<file path="src/rtl/cfgaddr_pkg.sv">
package cfgaddr_pkg;
  typedef enum logic {
    CYC_LOCAL = 1'b0,
    CYC_FORWARD = 1'b1
  } cyc_kind_e;

  localparam int DEF_BUS_W = 8;
  localparam int DEF_SLOT_W = 5;
  localparam int DEF_FUNC_W = 3;
  localparam int DEF_OFS_W = 8;
  localparam int DEF_MAP_W = 16;
  localparam int DEF_LOW_SLOT_MAX = 12;
  localparam int DEF_CFG_CODE = 5;
endpackage

</file>
<file path="src/rtl/cfgaddr_local_enc.sv">
module cfgaddr_local_enc #(
  parameter int SLOT_W = 5,
  parameter int FUNC_W = 3,
  parameter int OFS_W = 8,
  parameter int MAP_W = 16,
  parameter int LOW_SLOT_MAX = 12,
  localparam int LOW_SLOTS = LOW_SLOT_MAX + 1,
  localparam int HIGH_SLOTS = MAP_W / 2,
  localparam int MAP_SEL_LSB = MAP_W - HIGH_SLOTS,
  localparam int ADDR_W = LOW_SLOTS + FUNC_W + OFS_W
) (
  input  logic [SLOT_W-1:0] slot,
  input  logic [FUNC_W-1:0] func,
  input  logic [OFS_W-1:0]  regofs,
  output logic [ADDR_W-1:0] addr,
  output logic [MAP_W-1:0]  map_hi,
  output logic              no_select
);
  logic [LOW_SLOTS-1:0]  addr_sel;
  logic [HIGH_SLOTS-1:0] map_sel;

  // one-hot select for the slots carried in the aperture offset
  for (genvar g = 0; g < LOW_SLOTS; g++) begin : g_addr_sel
    assign addr_sel[g] = (int'(slot) == g);
  end

  // one-hot select for the slots carried in the control word
  for (genvar h = 0; h < HIGH_SLOTS; h++) begin : g_map_sel
    assign map_sel[h] = (int'(slot) == LOW_SLOTS + h);
  end

  assign no_select = (int'(slot) >= LOW_SLOTS + HIGH_SLOTS);
  assign addr = {addr_sel, func, regofs[OFS_W-1:2], 2'b00};
  assign map_hi = {map_sel, {MAP_SEL_LSB{1'b0}}};
endmodule

</file>
<file path="src/rtl/cfgaddr_fwd_enc.sv">
module cfgaddr_fwd_enc #(
  parameter int BUS_W = 8,
  parameter int SLOT_W = 5,
  parameter int FUNC_W = 3,
  parameter int OFS_W = 8,
  localparam int ADDR_W = BUS_W + SLOT_W + FUNC_W + OFS_W
) (
  input  logic [BUS_W-1:0]  bus,
  input  logic [SLOT_W-1:0] slot,
  input  logic [FUNC_W-1:0] func,
  input  logic [OFS_W-1:0]  regofs,
  output logic [ADDR_W-1:0] addr
);
  assign addr = {bus, slot, func, regofs};
endmodule

</file>
<file path="src/rtl/cfgaddr_oreg.sv">
module cfgaddr_oreg #(
  parameter int DW = 40
) (
  input  logic          clk,
  input  logic          rst_n,
  input  logic          take,
  input  logic          bad,
  input  logic [DW-1:0] din,
  input  logic          out_ready,
  output logic          out_valid,
  output logic [DW-1:0] dout,
  output logic          err,
  output logic          in_ready
);
  assign in_ready = !out_valid || out_ready;

  always_ff @(posedge clk) begin
    if (!rst_n) begin
      out_valid <= 1'b0;
      err       <= 1'b0;
      dout      <= '0;
    end else begin
      err <= take && bad;
      if (take) begin
        out_valid <= !bad;
      end else if (out_ready) begin
        out_valid <= 1'b0;
      end
      if (take && !bad) begin
        dout <= din;
      end
    end
  end
endmodule

</file>
<file path="src/rtl/cfgaddr_gen.sv">
module cfgaddr_gen
  import cfgaddr_pkg::*;
#(
  parameter int BUS_W = DEF_BUS_W,
  parameter int SLOT_W = DEF_SLOT_W,
  parameter int FUNC_W = DEF_FUNC_W,
  parameter int OFS_W = DEF_OFS_W,
  parameter int MAP_W = DEF_MAP_W,
  parameter int LOW_SLOT_MAX = DEF_LOW_SLOT_MAX,
  parameter int CFG_CODE = DEF_CFG_CODE,
  localparam int ADDR_W = BUS_W + SLOT_W + FUNC_W + OFS_W,
  localparam int DW = ADDR_W + MAP_W
) (
  input  logic              clk,
  input  logic              rst_n,
  input  logic              req_valid,
  output logic              req_ready,
  input  logic [BUS_W-1:0]  req_bus,
  input  logic [SLOT_W-1:0] req_slot,
  input  logic [FUNC_W-1:0] req_func,
  input  logic [OFS_W-1:0]  req_regofs,
  output logic              rsp_valid,
  input  logic              rsp_ready,
  output logic [ADDR_W-1:0] rsp_addr,
  output logic [MAP_W-1:0]  rsp_map,
  output logic              cfg_err
);
  cyc_kind_e         kind;
  logic [ADDR_W-1:0] loc_addr;
  logic [ADDR_W-1:0] fwd_addr;
  logic [MAP_W-1:0]  loc_map_hi;
  logic              loc_bad;
  logic [ADDR_W-1:0] nxt_addr;
  logic [MAP_W-1:0]  nxt_map;
  logic              take;
  logic              bad;
  logic [DW-1:0]     held;

  assign kind = (req_bus == '0) ? CYC_LOCAL : CYC_FORWARD;

  cfgaddr_local_enc #(
    .SLOT_W(SLOT_W), .FUNC_W(FUNC_W), .OFS_W(OFS_W),
    .MAP_W(MAP_W), .LOW_SLOT_MAX(LOW_SLOT_MAX)
  ) u_local (
    .slot(req_slot), .func(req_func), .regofs(req_regofs),
    .addr(loc_addr), .map_hi(loc_map_hi), .no_select(loc_bad)
  );

  cfgaddr_fwd_enc #(
    .BUS_W(BUS_W), .SLOT_W(SLOT_W), .FUNC_W(FUNC_W), .OFS_W(OFS_W)
  ) u_fwd (
    .bus(req_bus), .slot(req_slot), .func(req_func), .regofs(req_regofs),
    .addr(fwd_addr)
  );

  always_comb begin
    if (kind == CYC_LOCAL) begin
      nxt_addr = loc_addr;
      nxt_map  = {loc_map_hi[MAP_W-1:4], 3'(CFG_CODE), 1'b0};
    end else begin
      nxt_addr = fwd_addr;
      nxt_map  = {{(MAP_W-4){1'b0}}, 3'(CFG_CODE), 1'b1};
    end
  end

  assign take = req_valid && req_ready;
  assign bad  = (kind == CYC_LOCAL) && loc_bad;

  cfgaddr_oreg #(.DW(DW)) u_oreg (
    .clk(clk), .rst_n(rst_n), .take(take), .bad(bad),
    .din({nxt_map, nxt_addr}), .out_ready(rsp_ready),
    .out_valid(rsp_valid), .dout(held), .err(cfg_err),
    .in_ready(req_ready)
  );

  assign rsp_addr = held[ADDR_W-1:0];
  assign rsp_map  = held[DW-1:ADDR_W];
endmodule

</file>
<file path="config.mk">
export PLATFORM = sky130hd
export DESIGN_NAME = cfgaddr_gen
export DESIGN_NICKNAME = d
export VERILOG_FILES = /design/src/rtl/cfgaddr_pkg.sv /design/src/rtl/cfgaddr_local_enc.sv /design/src/rtl/cfgaddr_fwd_enc.sv /design/src/rtl/cfgaddr_oreg.sv /design/src/rtl/cfgaddr_gen.sv
export SDC_FILE = /design/constraint.sdc
export NUM_CORES = 1
export LEC_CHECK = 0
export BUFFER_PORTS_ARGS = -buffer_cell sky130_fd_sc_hd__buf_2
export CAP_MARGIN = 10
export CORE_ASPECT_RATIO = 2
export CORE_MARGIN = 3
export CORE_UTILIZATION = 29
export DETAILED_ROUTE_END_ITERATION = 12
export PLACE_DENSITY_LB_ADDON = 0.12
export SLEW_MARGIN = 10
export SYNTH_ARGS = -nofsm -noshare
export SYNTH_HDL_FRONTEND = slang
export SYNTH_SLANG_ARGS = --single-unit
</file>
<file path="constraint.sdc">
create_clock -name clk -period 1.6 [get_ports clk]
set_input_delay 0 -clock clk [delete_from_list [all_inputs] [get_ports clk]]
set_output_delay 0 -clock clk [all_outputs]
set_load 0.01 [all_outputs]
</file>
==> results of run 1 <==
-- how the worst min path moves through the flow --
stage	to	cells after the start	start	slack, ns
finish	u_oreg.dout[11]	3	req_slot[0]	0.05
detailed placement	u_oreg.dout[4]	3	req_regofs[4]	0.26
CTS	u_oreg.dout[11]	3	req_slot[0]	0.04
global placement	u_oreg.dout[8]	3	req_func[0]	0.26
floorplan	u_oreg.dout[27]	1	rst_n	0.12
global route	u_oreg.dout[12]	3	req_slot[1]	0.06
-- critical path, stage by stage (launching register included) --
cell,delay (ns)
dfxtp_1,0.31
nand2b_1,0.17
nand2_1,0.18
or4_1,0.54
a21oi_1,0.15
-- stage by stage --
stage	std cells	worst slack, ns	hold slack, ns
5_1_grt	327	0.0813	0.0628
6_report	327	0.190	0.0453
3_3_place_gp	307	0.167	0.257
4_1_cts	327	0.196	0.0364
3_5_place_dp	307	0.141	0.260
2_1_floorplan	193	0.0541	0.117
-- layout make-up --
class | instances | area (um2)
Multi-Input combinational cell | 136 | 808
Timing Repair Buffer | 86 | 551
Inverter | 1 | 3.75
Sequential cell | 36 | 721
Tap cell | 60 | 75.1
Clock buffer | 8 | 90.1
Fill cell | 609 | 3170
-- state kept, by name (all words and copies together), names as in the netlist --
| name | flops |
|---|---|
| u_oreg.dout | 34 |
| u_oreg.err | 1 |
| u_oreg.out_valid | 1 |
-- cells in the mapped netlist --
cell       instances  share of area
a311oi_1           5          0.027
nor4_4             2          0.026
o21a_1             3          0.014
and2_1             1         0.0038
o2111a_2           1         0.0077
nor2_4             1         0.0069
o211a_1            1         0.0061
o2111ai_2          1         0.0092
nand4_1            1         0.0038
nor2b_1            2         0.0077
conb_1             1         0.0023
nor2_1             4         0.0092
buf_6              1         0.0069
inv_1              1         0.0023
nand2_1           10          0.023
buf_4              8          0.037
a211oi_1           8          0.037
a21boi_1           1         0.0046
nor3_1             3         0.0092
and2_2             1         0.0046
o21ai_0           19          0.058
a41oi_1            1         0.0054
or4_1              4          0.018
dfxtp_1           36           0.44
a31oi_1            7          0.027
clkbuf_1           7          0.016
nand3_2            1         0.0061
nand3_1           17          0.052
nand2b_1           3          0.011
buf_2              3         0.0092
a21oi_1           32          0.098
buf_1              1         0.0023
or3_1              2         0.0077
-- cell families after synthesis --
kind of cell	synth area share
buffers and inverters	0.0735
and+or+nand+nor	0.190
DFF	0.441
AOI/OAI and AO/OA	0.293
other	0.00229
-- power by group --
part           total [mW]  internal (mW)  switching [mW]
Sequential          0.968          0.946          0.0220
Combinational       0.335          0.147           0.188
Clock               0.662          0.351           0.311
-- layer usage --
| metal | wire (um) | vias up | part of all wire |
|---|---|---|---|
| met4 | 80 | 0 | 0.016 |
| met3 | 265 | 6 | 0.052 |
| met5 | 0 | - | 0 |
| met1 | 2040 | 773 | 0.40 |
| met2 | 2690 | 58 | 0.53 |
| li1 | - | 850 | - |
-- cell usage in the layout, fill, tap and decap left out, types with 4 or more instances in the layout --
cell           instances
a211oi_1               8
a21oi_1               32
a311oi_1               5
a31oi_1                7
buf_2                 65
buf_4                  6
clkbuf_8               6
conb_1                 5
dfxtp_1               36
dlygate4sd3_1         12
nand2_1               10
nand3_1               17
nor2_1                 4
o21ai_0               19
or4_1                  4
-- timing repair --
item | in CTS | in global routing
hold endpoints to repair | 14 | 0
endpoints found under the setup margin | 0 | 0
hold buffers | 12 | 0
==> summary.txt, run 1 <==
Run status
  – Status: finished, final reports clean

Route
  – Residual antenna-violating net count after detailed routing: 0
  – Routed len/inst: 15.5 um
  – DRC: 0
  – Via count of the routed design: 1,687
  – Via count normalized by instance count: 5.16
  – Iteration-0 DRC count of the detailed router: 37
  – Pre-antenna DRT Iters: 4
  – Total wirelength of the detailed-routed design: 5080 um

Critical path
  – Worst setup startpoint: u_oreg.out_valid
  – Element type at the critical path start: flop
  – Reg2reg setup slack: 0.19 ns
  – Category of the critical setup timing path: reg2reg
  – Arrival @ worst endpoint: 1.63 ns
  – CP Capture Point: u_oreg.dout[32]
  – Highest fanout seen on the critical path: 5
  – Reg2Reg Depth: 4
  – Launch point of the worst reg-to-reg path: u_oreg.out_valid
  – Endpoint kind of the worst setup timing path: flop
  – RR Endpoint: u_oreg.dout[32]
  – Required time worst endpoint: 1.82 ns

STA
  – Count of endpoints failing hold in the final timing report: 0
  – Final worst clock skew: 0.00363 ns
  – Setup repair after global routing missed its margin: no
  – Max-slew violation total from the final report: 0
  – Peak Freq: 709 MHz
  – Part of the cycle the worst path needs: 0.881
  – Final setup TNS: 0 ns
  – Number of setup violations in the final report: 0
  – Minimum clock period after layout: 1.41 ns

Layout
  – Util after Layout: 0.415
  – Design area: 0.00225 mm2
  – Share of final-layout standard cells stronger than drive strength 1: 0.326
  – Area growth, synth to finish: 37.6%
  – Post-layout nets: 294
  – Count of inserted antenna diode cells: 0

Place
  – Half-perimeter wire length of the detailed placement result: 3710 um
  – Number of buffers inserted by port buffering: 65
  – Routability Congestion: 0.862
  – Cell area after placement: 0.00204 mm2

Power and ir drop
  – Static Leak: 0.964 nW
  – VDD IR max: 0.744 mV
  – Total power: 1.96 mW
  – Power density of the placed cells: 874 mW/mm2

Floorplanning
  – Core outline area: 0.00542 mm2
  – Horizontal die dimension: 59.1 um
  – Number of cell rows: 38
  – Height of the chip: 112 um
  – Top Ports: 71
  – Starting Density: 0.301
  – Die area: 0.00663 mm2

Yosys
  – Sequential share of the synthesized area: 0.441
  – Post-synth design cell area: 0.00163 mm2
  – Yosys cell types: 33
  – Yosys reg bits: 36
  – Synthesized area per cell: 8.65 um2
  – Mapped Cells: 189
  – Yosys warning total: 0

Clock tree
  – Clock Tree Buf Depth: 2
  – Inserted Clock Buffers: 5
  – Clock root buffer: clkbuf_8
  – Clock-pin slew of the registers on the worst-case setup and hold paths: 0.07 ns
  – Clock tree sinks: 36
  – Post-cts gate resize count: 0
  – Number of buffers added for setup after CTS: 0
  – Worst-skew pair later-pin latency: 0.28 ns
  – H-tree levels: 2
  – Clock tree from TritonCTS: built

Flow run
  – Number of max-cap violations: 0

GRT
  – Met3 demand-to-capacity share in global routing: 0.0345
  – Combined global-route utilization of all metal layers: 0.164
  – Pin count of the biggest net entering global routing: 26
  – Number of global-route vias before repair: 1,725
  – Global Route met2 Usage: 0.287
  – Initial antenna violation count: 0
  – Wire length of the first global-routing pass: 8420 um
  – Most Crowded Layer GR: met2
  – M1 GR Usage: 0.189
  – Total congestion overflow: 0

Hold path
  – Worst min path class: in2reg
Power figures use the tool's default switching activity.
==> inputs of run 2 (changes only) <==
- CORE_ASPECT_RATIO: 2 -> 0.5
==> run 2 against run 1 <==
Against the previous run:
- first-iteration DRC count grew to 2.9 times the previous value
- clock-buffer cell count is 2 lower
- non-clock buffer count increased by 1
- sequential power barely moved
- combinational power is 1% higher
- largest cell class unchanged
==> summary.txt, run 2 (synthesis results as in run 1) <==
Run status
  – Status: finished, final reports clean

Route
  – Topmost layer with routed signal wires: met4
  – Met1 wire length: 2550 um (+25%)
  – Total wirelength of the detailed-routed design: 5120 um (+0.77%)
  – DRC: 0 (unchanged)
  – Residual antenna-violating net count after detailed routing: 0 (unchanged)
  – Pre-antenna DRT Iters: 4 (unchanged)
  – Met2 routed wirelength: 2170 um (-20%)
  – Via count normalized by instance count: 5.19 (+0.54%)
  – Routed len/inst: 15.2 um (-2.2%)
  – Iteration-0 DRC count of the detailed router: 106 (+190%)
  – Via count of the routed design: 1,748 (+3.6%)
  – Sum of met3 wire segment lengths after detailed routing: 384 um (+45%)

Clock tree
  – Inserted Clock Buffers: 5 (unchanged)
  – Clock Tree Buf Depth: 2 (unchanged)
  – Clock-pin slew of the registers on the worst-case setup and hold paths: 0.05 ns (-0.02 ns)
  – Number of buffers added for setup after CTS: 0 (unchanged)
  – Worst-skew pair later-pin latency: 0.27 ns (about the same)
  – Clock tree sinks: 36 (unchanged)
  – H-tree levels: 2 (unchanged)
  – Clock tree from TritonCTS: built
  – Clock root buffer: clkbuf_16

Hold path
  – WHS Endpoint: u_oreg.dout[11]
  – Worst min path class: in2reg
  – Hold path start: req_slot[0]
  – Number of stages on the worst hold path: 3 (unchanged)

Floorplanning
  – Core outline area: 0.00518 mm2 (-4.4%)
  – Top Ports: 71 (unchanged)
  – Number of cell rows: 18 (-53%)
  – Starting Density: 0.315 (+0.0140)
  – Horizontal die dimension: 112 um (+90%)
  – Height of the chip: 59.1 um (-47%)
  – Die area: 0.00663 mm2 (unchanged)

Critical path
  – RR Endpoint: u_oreg.dout[32]
  – Highest fanout seen on the critical path: 5 (unchanged)
  – Arrival @ worst endpoint: 1.61 ns (-0.02 ns)
  – Crit path largest cell delay: 0.57 ns (+0.03 ns)
  – Top delay family on crit path: simple AND/OR/NAND/NOR gates
  – Endpoint kind of the worst setup timing path: flop
  – Reg2Reg Depth: 4 (unchanged)
  – Reg2reg setup slack: 0.20 ns (about the same)
  – Category of the critical setup timing path: reg2reg
  – Slowest cell on the critical path: or4_1
  – Element type at the critical path start: flop
  – Number of cells on the critical path: 4 (unchanged)
  – Launch point of the worst reg-to-reg path: u_oreg.out_valid
  – Critical path cell sequence: nand2b_1 -> nand2_1 -> or4_1 -> a21oi_1
  – Required time worst endpoint: 1.81 ns (about the same)
  – Sum of buffers and inverters on the critical path: 0 (unchanged)

Layout
  – Share of final-layout standard cells stronger than drive strength 1: 0.330 (+0.00375)
  – Largest registers ranked by flip-flop count: u_oreg.dout (34), u_oreg.err (1), u_oreg.out_valid (1)
  – Count of inserted antenna diode cells: 0 (unchanged)
  – Post-layout nets: 295 (+0.34%)
  – Reg area: 721 um2 (unchanged)
  – Design area: 0.00231 mm2 (+2.8%)
  – Commonest cells after routing, fill and taps aside: 65 x buf_2, 36 x dfxtp_1, 32 x a21oi_1, 19 x o21ai_0, 17 x nand3_1
  – Area of the multi-input gates: 808 um2 (unchanged)
  – Area growth, synth to finish: 41.5%
  – Commonest non-fill, non-tap cell in the layout: buf_2
  – Finished Layout Cells: 337 (+3.1%)
  – Largest register by flop count: u_oreg.dout
  – Number of flip-flops in the largest register: 34 (unchanged)
  – FILL cells: 540 (-11%)

STA
  – Minimum clock period after layout: 1.40 ns (-0.00638 ns)
  – Max-slew violation total from the final report: 0 (unchanged)
  – Final setup TNS: 0 ns (unchanged)
  – Part of the cycle the worst path needs: 0.877 (-0.00399)
  – Peak Freq: 713 MHz (+0.45%)
  – Setup repair after global routing missed its margin: no
  – Number of setup violations in the final report: 0 (unchanged)
  – Final worst clock skew: 0.00200 ns (-0.00162 ns)
  – Count of endpoints failing hold in the final timing report: 0 (unchanged)

Power and ir drop
  – Static Leak: 0.990 nW (+2.6%)
  – Power density of the placed cells: 957 mW/mm2 (+9.5%)
  – Total power: 2.21 mW (+13%)
  – VDD IR max: 0.424 mV (-43%)

Place
  – Routability Congestion: 0.794 (-8.0%)
  – Cell area after placement: 0.00206 mm2 (+0.98%)
  – Number of buffers inserted by port buffering: 65 (unchanged)
  – DP Cell Count: 318 (+3.6%)
  – Half-perimeter wire length of the detailed placement result: 3630 um (-2.2%)

GRT
  – Wire length of the first global-routing pass: 8240 um (-2.1%)
  – Initial antenna violation count: 0 (unchanged)
  – Pin count of the biggest net entering global routing: 24 (-7.7%)
  – Combined global-route utilization of all metal layers: 0.157 (-0.00715)
  – Number of global-route vias before repair: 1,617 (-6.3%)
  – Total congestion overflow: 0 (unchanged)

Flow run
  – Number of max-cap violations: 0 (unchanged)
run 2: cell types whose count changed in the layout (fill, tap and decap cells not counted), sizes merged:
cell,delta
buf,+1
clkbuf,-2
clkinv,+1
run 2: timing repair:
| item | 4_1_cts | 5_1_grt |
|---|---|---|
| hold endpoints to repair | 13 | 0 |
| hold buffers | 12 | 0 |
| gates resized for setup | 0 | 0 |
run 2: final cells by class:
type / instances / share of cell area
clock buffers: 6 / 0.0557
flip-flops and latches: 36 / 0.312
repair buffers: 87 / 0.241
inverters: 1 / 0.00162
clock inverters: 1 / 0.00216
multi-input cells: 136 / 0.350
well taps: 70 / 0.0379
run 2: worst max-delay path by stage:
stage               slack (ns)        startpoint         endpoint
finish                    0.20  u_oreg.out_valid  u_oreg.dout[32]
global route              0.09  u_oreg.out_valid  u_oreg.dout[32]
CTS                       0.20  u_oreg.out_valid  u_oreg.dout[32]
detailed placement        0.12        req_bus[3]  u_oreg.dout[34]
global placement          0.19        req_bus[3]  u_oreg.dout[35]
floorplan                 0.05  u_oreg.out_valid  u_oreg.dout[32]
run 2: per-layer routing:
metal,track usage,vias up
met5,0,-
met4,0.0462,0
met3,0.0347,3
met2,0.235,75
met1,0.228,819
li1,-,851
run 2: through the flow:
step / utilization / hold WS (ns) / setup WS (ns)
detailed placement: 0.397 / 0.261 / 0.123
global route: 0.446 / 0.0788 / 0.0897
CTS: 0.446 / 0.0548 / 0.204
floorplan: - / 0.117 / 0.0541
global placement: 0.397 / 0.257 / 0.187
finish: 0.446 / 0.0573 / 0.197
run 2: worst register-to-register path, stage by stage (launching register included):
cell and delay, ns:
dfxtp_1 0.31, nand2b_1 0.13, nand2_1 0.18, or4_1 0.57, a21oi_1 0.15
run 2: power by group:
| group | switching (mW) | internal, mW | leakage, nW | total, mW |
|---|---|---|---|---|
| sequential | 0.0219 | 0.947 | 0.296 | 0.969 |
| clock | 0.339 | 0.565 | 0.0667 | 0.904 |
| combinational | 0.191 | 0.148 | 0.627 | 0.339 |
==> inputs of run 3 (changes only) <==
==> constraint.sdc (replaced) <==
create_clock -name clk -period 1.6 [get_ports clk]
set_input_delay 0.4 -clock clk [delete_from_list [all_inputs] [get_ports clk]]
set_output_delay 0.4 -clock clk [all_outputs]
set_load 0.01 [all_outputs]
==> run 3 against run 2 <==
Against the previous run:
- total power up 2.7%
- core utilization down 0.85 points
- clock power up 8.4%
- highest routed layer unchanged
- non-clock buffer count down 4
- worst setup slack worse by 0.13 ns
- cell area down 1.9%
- combinational power down 5%
==> summary.txt, run 3 (synthesis results as in run 1) <==
Run status
  – Status: finished, final reports clean

STA
  – Number of setup violations in the final report: 0 (unchanged)
  – Minimum clock period after layout: 1.53 ns (+0.130 ns)
  – Part of the cycle the worst path needs: 0.958 (+0.0813)
  – Final worst clock skew: 0.00339 ns (+0.00139 ns)
  – Peak Freq: 652 MHz (-8.5%)
  – Setup repair after global routing missed its margin: no
  – Count of endpoints failing hold in the final timing report: 0 (unchanged)
  – Max-slew violation total from the final report: 0 (unchanged)

GRT
  – Wire length of the first global-routing pass: 8150 um (-1.1%)
  – Pin count of the biggest net entering global routing: 24 (unchanged)
  – Number of global-route vias before repair: 1,629 (+0.74%)
  – Combined global-route utilization of all metal layers: 0.154 (-0.00293)
  – Total congestion overflow: 0 (unchanged)
  – Initial antenna violation count: 0 (unchanged)

Floorplanning
  – Height of the chip: 59.1 um (unchanged)
  – Core outline area: 0.00518 mm2 (unchanged)
  – Starting Density: 0.315 (unchanged)
  – Number of cell rows: 18 (unchanged)
  – Die area: 0.00663 mm2 (unchanged)
  – Horizontal die dimension: 112 um (unchanged)
  – Top Ports: 71 (unchanged)

Power and ir drop
  – Static Leak: 0.986 nW (-0.42%)
  – VDD IR max: 0.477 mV (+13%)
  – Power density of the placed cells: 1000 mW/mm2 (+4.7%)
  – Total power: 2.27 mW (+2.7%)

Layout
  – FILL cells: 544 (+0.74%)
  – Util after Layout: 0.438 (-0.00845)
  – Number of flip-flops in the largest register: 34 (unchanged)
  – Area growth, synth to finish: 38.8%
  – Commonest cells after routing, fill and taps aside: 65 x buf_2, 36 x dfxtp_1, 30 x a21oi_1, 19 x o21ai_0, 17 x nand3_1
  – Count of inserted antenna diode cells: 0 (unchanged)
  – Commonest non-fill, non-tap cell in the layout: buf_2
  – Share of final-layout standard cells stronger than drive strength 1: 0.383 (+0.0530)
  – Post-layout nets: 291 (-1.4%)
  – Largest registers ranked by flip-flop count: u_oreg.dout (34), u_oreg.err (1), u_oreg.out_valid (1)
  – Largest register by flop count: u_oreg.dout

Critical path
  – Reg2Reg Depth: 4 (unchanged)
  – Element type at the critical path start: input pin
  – Top delay family on crit path: simple AND/OR/NAND/NOR gates
  – Required time worst endpoint: 1.82 ns (about the same)
  – Sum of buffers and inverters on the critical path: 2 (+2)
  – Slowest cell on the critical path: or4_1
  – Reg2reg setup slack: 0.30 ns (+0.10 ns)
  – Launch point of the worst reg-to-reg path: u_oreg.out_valid
  – CP Capture Point: u_oreg.dout[33]
  – Critical path cell sequence: buf_2 -> nor4_4 -> buf_4 -> nand4_1 -> or4_1 -> a21oi_2
  – Category of the critical setup timing path: in2reg
  – RR Endpoint: u_oreg.dout[33]
  – Number of cells on the critical path: 6 (+2)
  – Highest fanout seen on the critical path: 6 (+1)
  – Arrival @ worst endpoint: 1.75 ns (+0.14 ns)
  – Crit path largest cell delay: 0.51 ns (-0.06 ns)
  – Endpoint kind of the worst setup timing path: flop
  – Worst setup startpoint: req_bus[7]

Clock tree
  – Clock tree sinks: 36 (unchanged)
  – Inserted Clock Buffers: 5 (unchanged)
  – Number of buffers added for setup after CTS: 0 (unchanged)
  – Clock tree from TritonCTS: built
  – Clock root buffer: clkbuf_16
  – Clock-pin slew of the registers on the worst-case setup and hold paths: 0.05 ns (about the same)
  – Worst-skew pair later-pin latency: 0.28 ns (about the same)
  – Hold buffers post-CTS: 0 (-12)
  – H-tree levels: 2 (unchanged)
  – Clock Tree Buf Depth: 2 (unchanged)

Route
  – Pre-antenna DRT Iters: 4 (unchanged)
  – DRC: 0 (unchanged)
  – Via count of the routed design: 1,692 (-3.2%)
  – Residual antenna-violating net count after detailed routing: 0 (unchanged)
  – Iteration-0 DRC count of the detailed router: 95 (-10%)
  – Routed len/inst: 14.8 um (-2.4%)
  – Total wirelength of the detailed-routed design: 4950 um (-3.3%)
  – Via count normalized by instance count: 5.07 (-2.3%)

Place
  – Number of buffers inserted by port buffering: 65 (unchanged)
  – Half-perimeter wire length of the detailed placement result: 3670 um (+1.1%)
  – Routability Congestion: 0.839 (+5.7%)

Hold path
  – Worst min path class: in2reg

Flow run
  – Number of max-cap violations: 0 (unchanged)
[run 3: cell count changes in the layout (fill, tap and decap cells not counted), sizes merged]
cell / change
buf: +8
clkbuf: +2
dlygate4sd3: -12
clkinv: -1
[run 3: where the power goes]
part	total [mW]	switching, mW	leakage (nW)	internal (mW)
Combinational	0.322	0.187	0.618	0.135
Sequential	0.970	0.0224	0.296	0.947
Clock	0.980	0.359	0.0712	0.621
[run 3: worst min-delay path, stage by stage]
cell	delay, ns
buf_2	0.10
nand3_1	0.05
a21oi_1	0.05
[run 3: final cells by class]
class / instances / area, um2 / area share
inverters: 1 / 3.75 / 0.00165
well taps: 70 / 87.6 / 0.0386
multi-input cells: 136 / 825 / 0.363
repair buffers: 83 / 485 / 0.214
clock buffers: 8 / 146 / 0.0645
flip-flops and latches: 36 / 721 / 0.318
[run 3: worst min path at each step]
stage | slack (ns) | cells past startpoint | startpoint | to
after detailed placement | 0.47 | 2 | u_oreg.dout[9] | u_oreg.dout[9]
after CTS | 0.37 | 3 | req_regofs[4] | u_oreg.dout[4]
after floorplan | 0.49 | 2 | u_oreg.dout[32] | u_oreg.dout[32]
final | 0.37 | 3 | req_regofs[3] | u_oreg.dout[3]
after global routing | 0.37 | 3 | req_func[2] | u_oreg.dout[10]
after global placement | 0.46 | 2 | u_oreg.dout[0] | u_oreg.dout[0]
[run 3: per-stage QoR]
step           hold slack [ns]  setup TNS (ns)  setup WS (ns)  cells  instance area [um2]
6_report                 0.368               0         0.0666    334                 2270
3_3_place_gp             0.457           -3.26         -0.185    326                 2110
4_1_cts                  0.368               0         0.0882    334                 2260
2_1_floorplan            0.494               0        0.00645    193                 1650
3_5_place_dp             0.465           -3.93         -0.203    326                 2110
5_1_grt                  0.375               0        0.00561    334                 2270
[run 3: what timing repair did]
action / in CTS / in global routing
setup endpoints to repair: 0 / 2
endpoints found under the hold margin: 0 / 0
resized for setup: 0 / 3
[run 3: metal layers]
layer	part of all wire	vias up	GRT usage	wire length, um
li1	-	845	-	-
met1	0.51	789	0.221	2520
met2	0.41	53	0.221	2050
met3	0.066	5	0.0550	327
met4	0.011	0	0.0360	55
met5	0	-	0	0
